**src/rtl/gpio_port_pkg.sv**
```systemverilog
package gpio_port_pkg;

   typedef enum logic [1:0] {
      PM_ALT     = 2'b00,
      PM_OUT     = 2'b01,
      PM_IN_PU   = 2'b10,
      PM_IN_NOPU = 2'b11
   } pin_mode_e;

   localparam int MODE_W = 2;

   function automatic logic mode_reads_pin(input pin_mode_e m);
      return (m == PM_IN_PU) || (m == PM_IN_NOPU);
   endfunction

   function automatic logic mode_drives_pin(input pin_mode_e m);
      return m == PM_OUT;
   endfunction

   function automatic logic mode_pulls_up(input pin_mode_e m);
      return m == PM_IN_PU;
   endfunction

endpackage

```
**src/rtl/gpio_pin_sync.sv**
```systemverilog
module gpio_pin_sync #(
   parameter int WIDTH  = 8,
   parameter int STAGES = 2
) (
   input  logic             clk,
   input  logic             por_n,
   input  logic [WIDTH-1:0] d,
   output logic [WIDTH-1:0] q
);

   generate
      if (STAGES < 0 || STAGES > 4) begin : g_bad_stages
         $error("gpio_pin_sync: STAGES must be 0..4");
      end
      if (WIDTH < 1) begin : g_bad_width
         $error("gpio_pin_sync: WIDTH must be at least 1");
      end

      if (STAGES == 0) begin : g_bypass
         assign q = d;
      end else begin : g_chain
         logic [WIDTH-1:0] stage_q [STAGES];

         always_ff @(posedge clk or negedge por_n) begin
            if (!por_n) begin
               stage_q[0] <= '0;
            end else begin
               stage_q[0] <= d;
            end
         end

         for (genvar s = 1; s < STAGES; s++) begin : g_stage
            always_ff @(posedge clk or negedge por_n) begin
               if (!por_n) begin
                  stage_q[s] <= '0;
               end else begin
                  stage_q[s] <= stage_q[s-1];
               end
            end
         end

         assign q = stage_q[STAGES-1];

         // cycles since power-on reset, saturating, for the latency check
         logic [2:0] since_rst;
         always_ff @(posedge clk or negedge por_n) begin
            if (!por_n) begin
               since_rst <= '0;
            end else if (since_rst != 3'(STAGES)) begin
               since_rst <= since_rst + 3'd1;
            end
         end

         p_latency_r5: assert property (@(posedge clk) disable iff (!por_n)
            (since_rst == 3'(STAGES)) |-> (q == $past(d, STAGES)))
            else $error("R5: synchronizer latency broken");
      end
   endgenerate

endmodule

```
**src/rtl/gpio_data_reg.sv**
```systemverilog
module gpio_data_reg #(
   parameter int NUM_PINS = 8,
   parameter int ADDR_W   = 4,
   parameter int REG_ADDR = 0
) (
   input  logic                clk,
   input  logic                por_n,
   input  logic                mrst_n,
   input  logic [ADDR_W-1:0]   addr,
   input  logic                we,
   input  logic [NUM_PINS-1:0] wdata,
   output logic [NUM_PINS-1:0] data_q
);

   localparam logic [ADDR_W-1:0] HIT_ADDR = ADDR_W'(REG_ADDR);

   generate
      if (REG_ADDR < 0 || REG_ADDR >= (1 << ADDR_W)) begin : g_bad_addr
         $error("gpio_data_reg: REG_ADDR does not fit in ADDR_W bits");
      end
   endgenerate

   logic addr_hit;
   logic wr_hit;

   assign addr_hit = (addr == HIT_ADDR);
   // manual reset blocks writes but never clears storage
   assign wr_hit   = we && addr_hit && mrst_n;

   always_ff @(posedge clk or negedge por_n) begin
      if (!por_n) begin
         data_q <= '0;
      end else if (wr_hit) begin
         data_q <= wdata;
      end
   end

   p_write_lands_r2: assert property (@(posedge clk) disable iff (!por_n)
      (we && (addr == HIT_ADDR) && mrst_n) |=> (data_q == $past(wdata)))
      else $error("R2: write did not land");

   p_no_strobe_hold_r3: assert property (@(posedge clk) disable iff (!por_n)
      (!we || (addr != HIT_ADDR)) |=> $stable(data_q))
      else $error("R3: data changed without a write");

   p_manual_hold_r8: assert property (@(posedge clk) disable iff (!por_n)
      (!mrst_n) |=> $stable(data_q))
      else $error("R8: data changed during manual reset");

endmodule

```
**src/rtl/gpio_pin_ctrl.sv**
```systemverilog
module gpio_pin_ctrl
   import gpio_port_pkg::*;
#(
   parameter int NUM_PINS = 8
) (
   input  logic                       clk,
   input  logic                       por_n,
   input  logic [MODE_W*NUM_PINS-1:0] mode_vec,
   input  logic [NUM_PINS-1:0]        data_q,
   input  logic [NUM_PINS-1:0]        pin_sync,
   output logic [NUM_PINS-1:0]        rdata,
   output logic [NUM_PINS-1:0]        pin_out,
   output logic [NUM_PINS-1:0]        pin_oe,
   output logic [NUM_PINS-1:0]        pin_pu
);

   generate
      for (genvar i = 0; i < NUM_PINS; i++) begin : g_pin
         pin_mode_e mode;
         logic      reads_pin;
         logic      drives;

         assign mode      = pin_mode_e'(mode_vec[MODE_W*i +: MODE_W]);
         assign reads_pin = mode_reads_pin(mode);
         assign drives    = mode_drives_pin(mode);

         assign rdata[i]   = reads_pin ? pin_sync[i] : data_q[i];
         assign pin_oe[i]  = drives;
         assign pin_out[i] = drives & data_q[i];
         assign pin_pu[i]  = mode_pulls_up(mode);

         p_oe_mode_r6: assert property (@(posedge clk) disable iff (!por_n)
            pin_oe[i] |-> (mode_vec[MODE_W*i +: MODE_W] == 2'b01))
            else $error("R6: output enable outside output mode");

         p_quiet_pin_r6: assert property (@(posedge clk) disable iff (!por_n)
            !pin_oe[i] |-> !pin_out[i])
            else $error("R6: pin driven high without enable");

         p_pu_mode_r7: assert property (@(posedge clk) disable iff (!por_n)
            pin_pu[i] |-> (mode_vec[MODE_W*i +: MODE_W] == 2'b10))
            else $error("R7: pull-up outside pull-up input mode");

         p_ctl_excl_r10: assert property (@(posedge clk) disable iff (!por_n)
            $onehot0({pin_oe[i], pin_pu[i]}))
            else $error("R10: drive and pull-up both on");

         p_store_read_r4: assert property (@(posedge clk) disable iff (!por_n)
            (mode_vec[MODE_W*i+1] == 1'b0) |-> (rdata[i] == data_q[i]))
            else $error("R4: read of stored bit wrong");
      end
   endgenerate

endmodule

```
**src/rtl/gpio_port_reg.sv**
```systemverilog
module gpio_port_reg
   import gpio_port_pkg::*;
#(
   parameter int NUM_PINS    = 8,
   parameter int ADDR_W      = 4,
   parameter int REG_ADDR    = 6,
   parameter int SYNC_STAGES = 2
) (
   input  logic                       clk,
   input  logic                       por_n,
   input  logic                       mrst_n,
   input  logic [ADDR_W-1:0]          bus_addr,
   input  logic                       bus_we,
   input  logic [NUM_PINS-1:0]        bus_wdata,
   output logic [NUM_PINS-1:0]        bus_rdata,
   input  logic [MODE_W*NUM_PINS-1:0] pin_mode,
   input  logic [NUM_PINS-1:0]        pin_in,
   output logic [NUM_PINS-1:0]        pin_out,
   output logic [NUM_PINS-1:0]        pin_oe,
   output logic [NUM_PINS-1:0]        pin_pu
);

   generate
      if (NUM_PINS < 1 || NUM_PINS > 32) begin : g_bad_pins
         $error("gpio_port_reg: NUM_PINS must be 1..32");
      end
      if (ADDR_W < 1 || ADDR_W > 16) begin : g_bad_addr_w
         $error("gpio_port_reg: ADDR_W must be 1..16");
      end
   endgenerate

   logic [NUM_PINS-1:0] data_q;
   logic [NUM_PINS-1:0] pin_sync;

   gpio_data_reg #(
      .NUM_PINS (NUM_PINS),
      .ADDR_W   (ADDR_W),
      .REG_ADDR (REG_ADDR)
   ) i_data (
      .clk    (clk),
      .por_n  (por_n),
      .mrst_n (mrst_n),
      .addr   (bus_addr),
      .we     (bus_we),
      .wdata  (bus_wdata),
      .data_q (data_q)
   );

   gpio_pin_sync #(
      .WIDTH  (NUM_PINS),
      .STAGES (SYNC_STAGES)
   ) i_sync (
      .clk   (clk),
      .por_n (por_n),
      .d     (pin_in),
      .q     (pin_sync)
   );

   gpio_pin_ctrl #(
      .NUM_PINS (NUM_PINS)
   ) i_ctrl (
      .clk      (clk),
      .por_n    (por_n),
      .mode_vec (pin_mode),
      .data_q   (data_q),
      .pin_sync (pin_sync),
      .rdata    (bus_rdata),
      .pin_out  (pin_out),
      .pin_oe   (pin_oe),
      .pin_pu   (pin_pu)
   );

   p_por_clear_r1: assert property (@(posedge clk)
      (!por_n) |-> (pin_out == '0))
      else $error("R1: pin driven during power-on reset");

endmodule

```
**config.mk**
```make
export PLATFORM = sky130hd
export DESIGN_NAME = gpio_port_reg
export DESIGN_NICKNAME = d
export VERILOG_FILES = /design/src/rtl/gpio_port_pkg.sv /design/src/rtl/gpio_pin_sync.sv /design/src/rtl/gpio_data_reg.sv /design/src/rtl/gpio_pin_ctrl.sv /design/src/rtl/gpio_port_reg.sv
export SDC_FILE = /design/constraint.sdc
export NUM_CORES = 1
export LEC_CHECK = 0
export CAP_MARGIN = 5
export CORE_ASPECT_RATIO = 0.75
export CORE_MARGIN = 3
export CORE_UTILIZATION = 36
export CTS_CLUSTER_SIZE = 20
export DETAILED_ROUTE_END_ITERATION = 8
export GPL_TIMING_DRIVEN = 1
export PLACE_DENSITY = 0.89
export SYNTH_ARGS = -nofsm -noshare
export SYNTH_HDL_FRONTEND = slang
export SYNTH_SLANG_ARGS = --single-unit
export TNS_END_PERCENT = 10
```
**constraint.sdc**
```tcl
create_clock -name clk -period 1.95 [get_ports clk]
set_input_delay 0.195 -clock clk [delete_from_list [all_inputs] [get_ports clk]]
set_output_delay 0.195 -clock clk [all_outputs]
set_load 0.1 [all_outputs]
```
[Word level (Yosys, flattened, before mapping)]
Index checks and enable logic that the tools add are counted.
Operators by class
  eq/ne operators: 25
  muxes and demuxes: 8
  bitwise logic cells: 8
  reductions and logical operators: 10
Operators by type and width (number)
  2-bit equality test, second input constant: 16
  2-bit by 1-bit equality test with 1-bit output, second input constant: 8
  1-bit AND: 8
  1-bit logical OR: 8
  1-bit 2-to-1 mux: 8
  4-bit by 3-bit equality test with 1-bit output, second input constant: 1
  1-bit logical AND: 2
Word-level totals
  word-level logic and storage cells: 54
  output and inout port bits: 32
  input port bits: 40
  bits in registers: 24

[Logic depth before layout (Yosys ltp)]
Gate-level depths: netlist of the first run.
  depth after elaboration: 3
  gate-level depth with buffers: 3
  depth with buffers taken out: 3

[By module]
From an unflattened synthesis of the first run, not the netlist that was laid out.
Second synthesis, totals
  cell total of the unflattened synthesis: 82
  area, all modules: 1163.6 um^2
By module, submodules not included
  gpio_pin_sync: cells each 24, instances 1, seq. area each 400.4 um^2, area each 460.4 um^2
  gpio_pin_ctrl: cells each 40, instances 1, seq. area each 0.0 um^2, area each 370.4 um^2
  gpio_data_reg: cells each 18, instances 1, seq. area each 200.2 um^2, area each 332.8 um^2

[Worst setup path after synthesis of the first run]
Ideal clock, no wire load.
  path type: in2out
  from: in pin_mode[0]
  to: out pin_pu[0]
  required time: 1755 ps
  stages: 1
  arrival time: 1530 ps
  buffers on the path: 0
  slack: 225 ps
  cell sequence: nor2b_1
On the way
  longest elaborated chain between the ends: 1
Ends and longest elaborated chain
  from (decl): RTL line gpio_port_reg.sv:16  | input logic [MODE_W*NUM_PINS-1:0] pin_mode,
  2-bit equality test: RTL line gpio_port_pkg.sv:21  | return m == PM_IN_PU;
  to (decl): RTL line gpio_port_reg.sv:20  | output logic [NUM_PINS-1:0] pin_pu
Every way passes these cells.

[Worst setup path after layout of the first run]
  from: in mrst_n
  to: reg i_data.data_q[7]
On the way
  longest elaborated chain between the ends: 1
Ends and longest elaborated chain
  from (decl): RTL line gpio_port_reg.sv:11  | input logic mrst_n,
  1-bit logical AND: RTL line gpio_data_reg.sv:28  | assign wr_hit = we && addr_hit && mrst_n;
  to (signal assigned): RTL line gpio_data_reg.sv:34  | data_q <= wdata;
  to (decl): RTL line gpio_data_reg.sv:12  | output logic [NUM_PINS-1:0] data_q
Every way passes these cells.
A chain may end at the register's enable or synchronous reset.

==> impl_metrics.ini, run 1 <==
[detailed_routing]
routedWlPerCell_um = 15.3
drtIter0Drc = 8
wl_um = 2720
drt.antenna.violating_nets = 0
vias = 805
dr.pass1.iters = 4
drcViolationCount = 0
via_per_inst = 4.52

[job]
maxCapViolCount = 0

[cts]
insertion_delay_ns = 0.26
cts_buffer_depth = 2
hold_buffers = 0
cts_tree = built
clk_pin_slew_worst_paths_ns = 0.08
post_cts_resized = 0
cts-root-buf = clkbuf_8
cts_made_buffers = 3
post_cts_buffers = 0
numClockSinks = 24
htree_levels = 1

[place]
dp_hpwl_um = 2270
io_buffer_count = 71
place.gp.congestion = 0.638
place_ws_ns = 0.114
dpl.cell_count = 174

[power]
ir_drop_mv = 0.524
swShare_pct = 38.6
switching_power_mw = 0.660
cellLeakagePower_nw = 0.904
combinationalPowerShare_pct = 47.6
power.internal_mw = 1.05
clkPwrFrac_pct = 18.8
p_seq_share_pct = 33.7
power.density_mw_per_mm2 = 810
fin_total_pwr_mw = 1.71

[die]
fp-row-count = 16
die_width_um = 67.9
initial_utilization_pct = 38.5
io_pins = 72
core_mm2 = 0.00268
dieHeight_um = 52.4
die_area_mm2 = 0.00356

[outcome]
status = finished, final reports clean

[layout]
nNetsFinal = 183
drive_gt1_share_pct = 38.7
diodes = 0
fillCellCount = 174
final_common_cell = clkdlybuf4s50_1
fin_cells = 178
syn2layout_area_growth_pct = 104
final_cell_mix = clkdlybuf4s50_1, buf_12, dfrtp_1

[timing]
finalHoldViolations = 0
fin_skew_ns = 0.00410
rsz0062_at_grt = false
fmaxAchievable_mhz = 636
report.final.slew_viol_count = 0
fin_tns_setup_ns = 0
fin_crit_ns = 1.57
worst_slack_ns = 0.379
setup_viol = 0
min_period_over_period_pct = 80.6
slew_headroom_pct = 67.8
tightest_slew_ns = 0.483

[logic_synthesis]
synth_cell_types = 7
syn-num-nets = 114
syn_area_per_cell_um2 = 14.0
syn_inst = 74
yosysWarnings = 0
synth_seq_area_share_pct = 58.1
ys_ff_latch = 24
synthesis.area_mm2 = 0.00103

[setup_path]
cp.required_ns = 2.09
cp_cell_sequence = clkdlybuf4s50_1 > nand4b_4 > nor3b_4 > mux2_2
crit_buf_inv = 1
critPathArrivalTime_ns = 1.71
cp_slowest_cell = clkdlybuf4s50_1
slowest_delay_ns = 0.52
startpoint_type = input port
end_kind = flip-flop
worstSetupPathType = input port to flip-flop
path_delay_family = simple AND/OR/NAND/NOR gates
cp_max_fo = 8

[global_routing]
grt_pass1_vias = 902
overflow = 0
grtUsageTotal_pct = 16.7
grt_max_degree = 25
grt_first_pass_wirelength_um = 4250
antenna_found_initial = 0

[worst_hold_path]
min_path_type = input port to async pin
==> layer usage <==
layer  wire [um]  track usage (%)  part of all wire [%]  vias to the layer above
met4           7             4.95                  0.26                        0
li1            -                -                     -                      373
met3         310             6.22                    11                        2
met1         991             17.7                    36                      384
met2        1410             30.5                    52                       46
met5           0                0                     0                        -
==> worst paths after layout <==
check	start	endpoint	slack, ns	depth (start not counted)
worst max-delay path	mrst_n	i_data.data_q[7]	0.38	4
worst min-delay path	por_n	i_data.data_q[4]	0.30	2
worst max register to register	i_data.data_q[7]	i_data.data_q[7]	1.15	1
worst min register to register	i_sync.g_chain.stage_q[13]	i_sync.q[5]	0.35	0
max in group asynchronous	por_n	i_data.data_q[0]	1.41	2
min in group clk	i_sync.g_chain.stage_q[13]	i_sync.q[5]	0.35	0
==> cells in the mapped netlist (all sizes together) <==
library cell,instances,area share [%]
and2,8,4.8
buf,8,5.8
dfrtp,24,58
mux2,16,17
nand4b,1,2.3
nor2b,16,9.7
nor3b,1,1.8
==> power by group through the flow <==
stage | Combinational (mW) | Sequential [mW] | Clock (mW)
floorplan | 0.489 | 0.573 | 0
global placement | 0.803 | 0.583 | 0
detailed placement | 0.816 | 0.586 | 0
CTS | 0.819 | 0.577 | 0.335
global route | 0.836 | 0.584 | 0.352
finish | 0.813 | 0.576 | 0.321
==> flip-flops by register name (all words and copies together) (netlist names) <==
register,flops
i_data.data_q,8
i_sync.q,8
i_sync.g_chain.stage_q,8
==> logic make-up (layout without fill, tap and decap cells) <==
group | count (synthesis) | in the layout | share of synthesized area, %
and+or+nand+nor | 26 | 26 | 18.6
buffers and inverters | 8 | 76 | 5.81
DFF | 24 | 24 | 58.1
muxes | 16 | 16 | 17.4
==> per-stage QoR <==
| stage | area [um2] | hold slack, ns | util, % |
|---|---|---|---|
| final | 2110 | 0.303 | 78.7 |
| after global routing | 2110 | 0.346 | 78.7 |
| after CTS | 2110 | 0.304 | 78.7 |
| after detailed placement | 2060 | 0.335 | 76.7 |
| after global placement | 2060 | 0.335 | 76.7 |
| after floorplan | 1030 | -0.101 | - |
==> area by class of cell <==
class,instances,area (um2),share of cell area (%)
well taps,36,45.0,2.13
multi-input cells,42,373,17.7
repair buffers,72,1040,49.2
flip-flops and latches,24,601,28.4
clock buffers,4,55.1,2.61
(Power assumes the default switching activity.)
==> run 2, diff against run 1 <==
Settings changed: CORE_UTILIZATION 36 to 31, PLACE_DENSITY 0.89 to 0.82.
Clock period 1.95 ns to 1.4 ns, I/O delays scaled along.
==> impl_metrics.ini, run 2 (synthesis results as in run 1) <==
[outcome]
status = finished, final reports clean

[power]
power.density_mw_per_mm2 = 1070
cellLeakagePower_nw = 0.947
fin_total_pwr_mw = 2.34
ir_drop_mv = 0.678

[global_routing]
grt_first_pass_wirelength_um = 4170
antenna_found_initial = 0
grt_max_degree = 25
grtUsageTotal_pct = 13.4
grt_pass1_vias = 918
overflow = 0

[detailed_routing]
dr.pass1.iters = 2
wl_um = 2570
via_per_inst = 4.44
drt.antenna.violating_nets = 0
drtIter0Drc = 10
vias = 834
drcViolationCount = 0
routedWlPerCell_um = 13.7

[layout]
fillCellCount = 213
drive_gt1_share_pct = 42.7
diodes = 0
nNetsFinal = 192
fin_util_pct = 71.3
final_cell_mix = clkdlybuf4s50_1, buf_12, dfrtp_1
multi_input_area_um2 = 375
seqCellArea_um2 = 601
syn2layout_area_growth_pct = 111
final_common_cell = clkdlybuf4s50_1

[timing]
min_period_over_period_pct = 96.5
slew_headroom_pct = 80.4
fin_tns_setup_ns = 0
fin_skew_ns = 0.000468
setup_viol = 0
worst_slack_ns = 0.0484
rsz0062_at_grt = false
report.final.slew_viol_count = 0
fin_crit_ns = 1.35
finalHoldViolations = 0
whs_ns = 0.220
fmaxAchievable_mhz = 740
tightest_slew_ns = 0.294

[die]
dieHeight_um = 56.0
fp-row-count = 17
io_pins = 72
die_area_mm2 = 0.00407
die_width_um = 72.7
core_mm2 = 0.00306
initial_utilization_pct = 33.7

[cts]
hold_buffers = 0
numClockSinks = 24
clk_pin_slew_worst_paths_ns = 0.08
insertion_delay_ns = 0.26
cts_tree = built
cts_buffer_depth = 2
cts_made_buffers = 3
htree_levels = 1
post_cts_resized = 0
cts-root-buf = clkbuf_8
post_cts_buffers = 0

[setup_path]
end_kind = flip-flop
critPathArrivalTime_ns = 1.50
startpoint_type = input port
cp.required_ns = 1.55
worstSetupPathType = input port to flip-flop
cp_max_fo = 8

[place]
place.gp.congestion = 0.705
io_buffer_count = 71
dp_hpwl_um = 2180
place_ws_ns = -0.242

[job]
maxCapViolCount = 0

[worst_hold_path]
min_path_type = input port to async pin
-- run 2: cell count changes in the layout (fill, tap and decap cells not counted) --
cell	before	now
buf_4	1	9
clkbuf_8	4	3
nor2b_1	16	15
nor2b_2	0	1
buf_12	32	33
-- run 2: final timing paths --
path | start | to | slack (ns) | cells after the start
setup reg to reg | i_data.data_q[5] | i_data.data_q[5] | 0.61 | 1
min in group clk | pin_in[1] | i_sync.g_chain.stage_q[9] | 0.31 | 1
max in group asynchronous | por_n | i_data.data_q[2] | 0.95 | 2
hold reg to reg | i_sync.g_chain.stage_q[10] | i_sync.q[2] | 0.35 | 0
hold / removal | por_n | i_sync.g_chain.stage_q[14] | 0.22 | 2
setup / recovery | mrst_n | i_data.data_q[3] | 0.05 | 5
-- run 2: layout make-up --
type	instances	area share, %
tap	38	2.18
clock buffer	3	1.89
timing repair buffer	81	51.2
sequential	24	27.5
multi-input combinational	42	17.2
-- run 2: through the flow --
step	instance area (um2)	instances
3_3_place_gp	2140	185
4_1_cts	2180	188
5_1_grt	2180	188
2_1_floorplan	1040	74
6_report	2180	188
3_5_place_dp	2140	185
-- run 2: routing by layer --
metal | routed length (um) | part of all wire (%) | track usage, % | up-vias
met4 | 17 | 0.66 | 3.16 | 0
li1 | - | - | - | 391
met2 | 1380 | 54 | 24.3 | 46
met3 | 337 | 13 | 7.76 | 2
met1 | 835 | 33 | 12.9 | 395
met5 | 0 | 0 | 0 | -
-- run 2: critical path: stages --
cell,delay (ns)
clkdlybuf4s50_1,0.51
nand4b_4,0.12
nor3b_4,0.24
buf_12,0.15
mux2_2,0.33
-- run 2: power by group --
part / internal (mW) / switching [mW]
registers: 0.761 / 0.0356
clock network: 0.192 / 0.200
logic: 0.469 / 0.681
==> run 3, diff against run 2 <==
Settings changed: CTS_CLUSTER_DIAMETER set to 120.
==> results of run 3 <==
Same layout as run 2: the final DEF is identical, and so are final timing and power.
